[config.mk]
export PLATFORM = sky130hd
export DESIGN_NAME = pfc_read_ctl
export DESIGN_NICKNAME = d
export VERILOG_FILES = /design/src/rtl/pfc_pkg.sv /design/src/rtl/pfc_classify.sv /design/src/rtl/pfc_sizer.sv /design/src/rtl/pfc_tracker.sv /design/src/rtl/pfc_read_ctl.sv
export SDC_FILE = /design/constraint.sdc
export NUM_CORES = 1
export LEC_CHECK = 0
export ABC_CLOCK_PERIOD_IN_PS = 5210
export BUFFER_PORTS_ARGS = -buffer_cell sky130_fd_sc_hd__buf_2
export CAP_MARGIN = 25
export CORE_MARGIN = 2
export CORE_UTILIZATION = 55
export DETAILED_ROUTE_END_ITERATION = 8
export HOLD_SLACK_MARGIN = 0.03
export PLACE_DENSITY = 0.82
export SKIP_LAST_GASP = 1
export SYNTH_ARGS = -nofsm -noshare
export SYNTH_HDL_FRONTEND = slang
export SYNTH_SLANG_ARGS = --single-unit
[constraint.sdc]
create_clock -name clk -period 5.21 [get_ports clk]
set_input_delay 0.521 -clock clk [delete_from_list [all_inputs] [get_ports clk]]
set_output_delay 0.521 -clock clk [all_outputs]
set_load 0.01 [all_outputs]
[src/rtl/pfc_pkg.sv]
package pfc_pkg;
  typedef enum logic [1:0] {ST_IDLE, ST_ISSUE, ST_RUN} trk_state_e;

  localparam logic [3:0] CMD_IO_RD       = 4'b0010;
  localparam logic [3:0] CMD_MEM_RD      = 4'b0110;
  localparam logic [3:0] CMD_CFG_RD      = 4'b1010;
  localparam logic [3:0] CMD_MEM_RD_MULT = 4'b1100;
  localparam logic [3:0] CMD_MEM_RD_LINE = 4'b1110;
endpackage

[src/rtl/pfc_classify.sv]
module pfc_classify
  import pfc_pkg::*;
(
  input  logic [3:0] cmd,
  input  logic       pf_win,
  input  logic       single,
  output logic       use_pf
);
  logic burst_cmd;

  always_comb begin
    unique case (cmd)
      CMD_MEM_RD_MULT, CMD_MEM_RD_LINE: burst_cmd = 1'b1;
      CMD_MEM_RD:                       burst_cmd = pf_win;
      default:                          burst_cmd = 1'b0;
    endcase
    // a one-Dword request never prefetches, whatever its class
    use_pf = burst_cmd && !single;
  end
endmodule

[src/rtl/pfc_sizer.sv]
module pfc_sizer #(
  parameter int AW     = 32,
  parameter int PF_BND = 512,
  parameter int FT_BND = 4096,
  parameter int PW     = 4,
  parameter int CW     = $clog2(FT_BND / 4) + 1
) (
  input  logic [AW-1:0] addr,
  input  logic          use_pf,
  input  logic          flow,
  input  logic [PW-1:0] pend,
  input  logic [CW-1:0] max_cnt,
  input  logic [CW-1:0] free_dw,
  output logic [CW-1:0] cnt
);
  localparam int NRM_DW = PF_BND / 4;
  localparam int FT_DW  = FT_BND / 4;

  logic [AW-1:0] off_n, off_f;
  logic [CW-1:0] dist_n, dist_f, base, lim, cap;
  logic          ft_solo;

  always_comb begin
    off_n   = addr % AW'(PF_BND);
    off_f   = addr % AW'(FT_BND);
    dist_n  = CW'(NRM_DW) - CW'(off_n >> 2);
    dist_f  = CW'(FT_DW) - CW'(off_f >> 2);
    ft_solo = flow && (pend == PW'(1));
    base    = flow ? dist_f : dist_n;
    // one pending request in flow-through: the programmed maximum drops out
    if (ft_solo || base < max_cnt) lim = base;
    else                           lim = max_cnt;
    cap = (free_dw < lim) ? free_dw : lim;
    if (!use_pf)          cnt = CW'(1);
    else if (cap == '0)   cnt = CW'(1);
    else                  cnt = cap;
  end

  initial begin
    assert (PF_BND >= 8 && PF_BND <= FT_BND);
  end
endmodule

[src/rtl/pfc_tracker.sv]
module pfc_tracker
  import pfc_pkg::*;
#(
  parameter int CW = 11
) (
  input  logic          clk,
  input  logic          rst_n,
  input  logic          start,
  input  logic [CW-1:0] in_cnt,
  input  logic [3:0]    in_be,
  input  logic          fetch_ready,
  input  logic          fill,
  input  logic          tgt_disc,
  input  logic          xfer,
  input  logic          frame_end,
  output logic          idle,
  output logic          fetch_valid,
  output logic [CW-1:0] fetch_cnt,
  output logic [3:0]    fetch_be,
  output logic          stop_fetch,
  output logic          disc_last,
  output logic          discard
);
  trk_state_e    state;
  logic [CW-1:0] plan, got, sent, got_n, sent_n;
  logic [3:0]    be_q;
  logic          stopped, run, fill_acc, xfer_acc, stop_set;

  always_comb begin
    run       = (state == ST_RUN);
    fill_acc  = run && fill && !stopped && (got != plan);
    xfer_acc  = run && xfer && (sent != got);
    got_n     = got + CW'(fill_acc);
    sent_n    = sent + CW'(xfer_acc);
    stop_set  = run && !stopped &&
                ((fill_acc && got_n == plan) || tgt_disc || frame_end);
    idle        = (state == ST_IDLE);
    fetch_valid = (state == ST_ISSUE);
    fetch_cnt   = plan;
    fetch_be    = be_q;
    stop_fetch  = run && stopped;
    disc_last   = run && stopped && ((got - sent) == CW'(1));
    discard     = run && frame_end && (got_n != sent_n);
  end

  always_ff @(posedge clk) begin
    if (!rst_n) begin
      state   <= ST_IDLE;
      plan    <= '0;
      be_q    <= '0;
      got     <= '0;
      sent    <= '0;
      stopped <= 1'b0;
    end else begin
      unique case (state)
        ST_IDLE: if (start) begin
          plan    <= in_cnt;
          be_q    <= in_be;
          got     <= '0;
          sent    <= '0;
          stopped <= 1'b0;
          state   <= ST_ISSUE;
        end
        ST_ISSUE: if (fetch_ready) state <= ST_RUN;
        default: begin
          got  <= got_n;
          sent <= sent_n;
          if (stop_set) stopped <= 1'b1;
          if (frame_end || (xfer_acc && disc_last) ||
              (stopped && got == sent))
            state <= ST_IDLE;
        end
      endcase
    end
  end

  a_r7_order_held: assert property (@(posedge clk) disable iff (!rst_n)
    fetch_valid && !fetch_ready |=> fetch_valid && $stable(fetch_cnt) && $stable(fetch_be));
  a_r7_one_at_a_time: assert property (@(posedge clk) disable iff (!rst_n)
    idle |-> !fetch_valid && !stop_fetch);
  a_r8_no_overfill: assert property (@(posedge clk) disable iff (!rst_n)
    got <= plan && sent <= got);
  a_r9_last_after_stop: assert property (@(posedge clk) disable iff (!rst_n)
    disc_last |-> stop_fetch);
  a_r9_end_on_last: assert property (@(posedge clk) disable iff (!rst_n)
    disc_last && xfer |=> idle);
  a_r10_discard_ends: assert property (@(posedge clk) disable iff (!rst_n)
    discard |=> idle);
endmodule

[src/rtl/pfc_read_ctl.sv]
module pfc_read_ctl
  import pfc_pkg::*;
#(
  parameter int AW     = 32,
  parameter int PF_BND = 512,
  parameter int FT_BND = 4096,
  parameter int PW     = 4,
  parameter int CW     = $clog2(FT_BND / 4) + 1
) (
  input  logic          clk,
  input  logic          rst_n,
  input  logic          req_valid,
  output logic          req_ready,
  input  logic [3:0]    req_cmd,
  input  logic [AW-1:0] req_addr,
  input  logic          req_pf_win,
  input  logic [3:0]    req_be,
  input  logic          req_single,
  input  logic [CW-1:0] max_cnt,
  input  logic          flow_thru,
  input  logic [PW-1:0] pend_cnt,
  input  logic [CW-1:0] free_dw,
  output logic          fetch_valid,
  input  logic          fetch_ready,
  output logic [CW-1:0] fetch_cnt,
  output logic [3:0]    fetch_be,
  input  logic          fill,
  input  logic          tgt_disc,
  input  logic          xfer,
  input  logic          frame_end,
  output logic          stop_fetch,
  output logic          disc_last,
  output logic          discard
);
  logic          use_pf, start;
  logic [CW-1:0] size;
  logic [3:0]    drive_be;

  pfc_classify u_cls (
    .cmd(req_cmd), .pf_win(req_pf_win), .single(req_single), .use_pf(use_pf)
  );

  pfc_sizer #(.AW(AW), .PF_BND(PF_BND), .FT_BND(FT_BND), .PW(PW), .CW(CW)) u_size (
    .addr(req_addr), .use_pf(use_pf), .flow(flow_thru), .pend(pend_cnt),
    .max_cnt(max_cnt), .free_dw(free_dw), .cnt(size)
  );

  assign start    = req_valid && req_ready;
  assign drive_be = use_pf ? 4'hF : req_be;

  pfc_tracker #(.CW(CW)) u_trk (
    .clk(clk), .rst_n(rst_n), .start(start), .in_cnt(size), .in_be(drive_be),
    .fetch_ready(fetch_ready), .fill(fill), .tgt_disc(tgt_disc), .xfer(xfer),
    .frame_end(frame_end), .idle(req_ready), .fetch_valid(fetch_valid),
    .fetch_cnt(fetch_cnt), .fetch_be(fetch_be), .stop_fetch(stop_fetch),
    .disc_last(disc_last), .discard(discard)
  );

  a_r1_io_single: assert property (@(posedge clk) disable iff (!rst_n)
    start && (req_cmd == CMD_IO_RD || req_cmd == CMD_CFG_RD) |=>
      fetch_valid && fetch_cnt == CW'(1) && fetch_be == $past(req_be));
  a_r2_burst_all_lanes: assert property (@(posedge clk) disable iff (!rst_n)
    start && !req_single && (req_cmd == CMD_MEM_RD_LINE || req_cmd == CMD_MEM_RD_MULT) |=>
      fetch_be == 4'hF);
  a_r3_single_dword: assert property (@(posedge clk) disable iff (!rst_n)
    start && req_single |=> fetch_cnt == CW'(1) && fetch_be == $past(req_be));
  a_r4_nonzero_order: assert property (@(posedge clk) disable iff (!rst_n)
    fetch_valid |-> fetch_cnt != '0);
endmodule

==> summary.md <==
| Metric | Value |
|---|---|
| Row count | 31 |
| Post-synth EDFFs | 0 |
| First-pass GRT wire length | 17.2 mm |
| Layout Area Growth over Synthesis | 14.6% |
| Mapped Nets | 618 |
| Met2 Usage GRT | 47.4% |
| DRT antenna net count | 0 |
| Total CTS buffers | 5 |
| CP arrival | 4.93 ns |
| WL per Instance | 15.8 um |
| Largest net degree at the start of global routing | 35 |
| Number of gates resized after CTS | 0 |
| Starting Density | 55.9% |
| Clock root cell | clkbuf_8 |
| Max-slew violations | 0 |
| Crit. End Element | register |
| Fill cell count | 660 |
| GR peak layer | met2 |
| Initial antenna violation count | 0 |
| # setup viols final | 0 |
| Fmax | 210 MHz |
| GP Congestion | 0.903 |
| Die area | 0.00795 mm^2 |
| Clock Skews | 0.00442 ns |
| Worst-skew pair later-pin latency | 0.31 ns |
| Setup bufs post-CTS | 0 |
| Sequential share of the synthesized area | 20.1% |
| CTS tree | built |
| First-pass iteration count of the detailed router | 5 |
| Worst path max stage delay | 0.47 ns |
| Most common cell after layout, fill and taps aside | buf_2 |
| Sink Count | 40 |
| Slew headroom | 42.4% |
| Critical Path Fanout Max | 11 |
| Overflow after GRT | 0 |
| Final Core Density | 64.0% |
| Dpl cells | 668 |
| Setup TNS | 0 ns |
| Layout cells sized above 1 | 18.5% |
| Synth warnings | 0 |
| Die height | 89.2 um |
| Minimum clock period | 4.76 ns |
| Met1 usage | 34.1% |
| Synthesized flop and latch total | 40 |
| CP Cell Sequence | buf_2 > nor4_4 > nand2_2 > o311ai_2 > o41ai_2 > ha_1 > nand4_1 > o21bai_1 > o21a_1 > a21oi_2 > buf_4 > mux2i_1 > ha_1 > nand2_1 > nor4_1 > o211ai_1 > o21ai_1 > buf_4 > nand4b_1 > a41oi_1 |
| Layout Cells excl Fill | 676 |
| Hold-fix buffers, CTS | 0 |
| Status | finished clean |
| Grt met3 use | 3.97% |
| Post-DP Area | 0.00445 mm^2 |
| I/O Pins | 97 |
| I/O Buffers | 74 |
| DRT Wirelength | 10.7 mm |
| CP Class | in -> reg |
| Min-delay worst type | in -> reg |
| Core area | 0.00714 mm^2 |
| H-Tree Depth | 2 |
| DRC | 0 |
| Synth Area per Inst | 7.90 um^2 |
| Routed via count | 4017 |
| Post-synthesis cell area | 0.00399 mm^2 |
| RSZ-0062 raised after global routing | false |
| Fin nets | 689 |
| Startpoint types | primary input |
| GRT Total Usage | 27.1% |
| Die X | 89.2 um |
| Slowest-stage cell, CP | nor4_1 |
| Power Density | 171 mW/mm^2 |
| Vias per cell | 5.94 |
| Critical path required time | 5.39 ns |
| Synth cell types | 71 |
| Final Cycle Share | 91.3% |
| # Max-Cap Violations | 0 |
| Mapped Cells | 505 |
| DPL Wire Length | 8.45 mm |
| Worst-Margin Slew | 0.852 ns |
| Final Instance Area | 0.00457 mm^2 |
| VDD IR-drop max | 0.123 mV |
| Number of global-route vias before repair | 3823 |
| Main synth FF type | dfxtp_1 |
| Leak | 0.00210 uW |
| 1st-iter DRT viols | 227 |
| Most frequent cells in the layout | 74 x buf_2, 40 x dfxtp_1, 35 x inv_1, 35 x nand2_1, 35 x ha_1 |
| Max Root-Sink Buffers | 2 |
| Clock slew at reported path FFs | 0.08 ns |
| Antenna diodes | 0 |
| Post-synth ARST share | 0% |
| Hold Vio Cnt, Final | 0 |
-- final cells by class --
class | count | area, um^2 | share of cell area (%)
Timing Repair Buffer | 80 | 415 | 9.09
Multi-Input combinational cell | 414 | 2980 | 65.3
Clock buffer | 5 | 68.8 | 1.51
Sequential cell | 40 | 801 | 17.5
Clock inverter | 3 | 46.3 | 1.01
Inverter | 35 | 131 | 2.88
Tap cell | 99 | 124 | 2.71
-- logic make-up after synthesis --
kind of cell             after synthesis  synth area share, %
AO/OA/AOI/OAI                        111                 19.4
XOR/XNOR                              60                 13.2
adder cells (fa/ha/maj)               36                 11.5
buffers and inverters                 51                 5.14
flip-flops                            40                 20.1
multiplexers                          12                 3.04
AND/OR/NAND/NOR                      195                 27.7
-- stage by stage --
stage	setup slack (ns)	hold slack [ns]	total power, uW
after floorplan	1.04	0.502	443
after global placement	0.371	0.488	505
after detailed placement	0.144	0.497	514
after CTS	0.463	0.441	778
after global routing	0.0687	0.470	815
final	0.453	0.441	780
-- cells in the mapped netlist (all sizes together) (2+ instances only) --
master	number	share of area [%]
a211oi	3	0.82
a21boi	7	1.4
a21o	5	0.94
a21oi	21	2.7
a22oi	10	1.9
a31oi	4	0.63
and2	20	3.1
and2b	2	0.41
and3	5	0.85
and4b	2	0.50
and4bb	2	0.63
buf	4	0.63
clkbuf	12	1.2
dfxtp	40	20
ha	35	11
inv	35	3.3
mux2i	11	2.8
nand2	36	3.5
nand2b	5	0.78
nand3	14	1.8
nand3b	4	0.75
nand4	9	1.4
nor2	26	2.4
nor2b	20	3.1
nor3	21	2.8
nor3b	4	0.75
nor4	13	2.4
nor4b	2	0.60
o211ai	2	0.38
o21a	8	1.5
o21ai	28	3.5
o31ai	9	1.7
o41ai	2	0.63
or3	4	0.63
xnor2	33	7.2
xor2	27	5.9
-- routing by layer --
metal | up-vias | routed length [um]
met5 | - | 0
met4 | 0 | 157
met3 | 21 | 579
met2 | 129 | 5350
met1 | 1909 | 4570
li1 | 1958 | -
-- registers in the layout (all words and copies together), names as in the netlist --
name             cells
u_trk.fetch_cnt     11
u_trk.sent          11
u_trk.fetch_be       4
u_trk.state          2
u_trk.stopped        1
u_trk.got           11
-- final timing paths --
kind	from	depth (start not counted)	endpoint	slack [ns]
max	req_addr[7]	20	u_trk.fetch_cnt[0]	0.45
min	req_be[3]	3	u_trk.fetch_be[3]	0.44
max reg2reg	u_trk.sent[5]	13	u_trk.sent[8]	1.83
min reg2reg	u_trk.fetch_cnt[2]	2	u_trk.fetch_cnt[2]	0.52
-- critical path, delay by kind of cell --
family	cells	cell delay, ns
AOI/OAI and AO/OA	8	1.67
buffers and inverters	3	0.59
adders and majority gates	2	0.48
and+or+nand+nor	6	1.38
muxes	1	0.30
-- power breakdown --
part / internal (uW) / switching [uW] / leakage [uW]
registers: 312 / 5.67 / 0.000324
logic: 81.5 / 110 / 0.00172
clock network: 144 / 127 / 0.0000548
total: 538 / 242 / 0.00210
(Power assumes the default switching activity.)
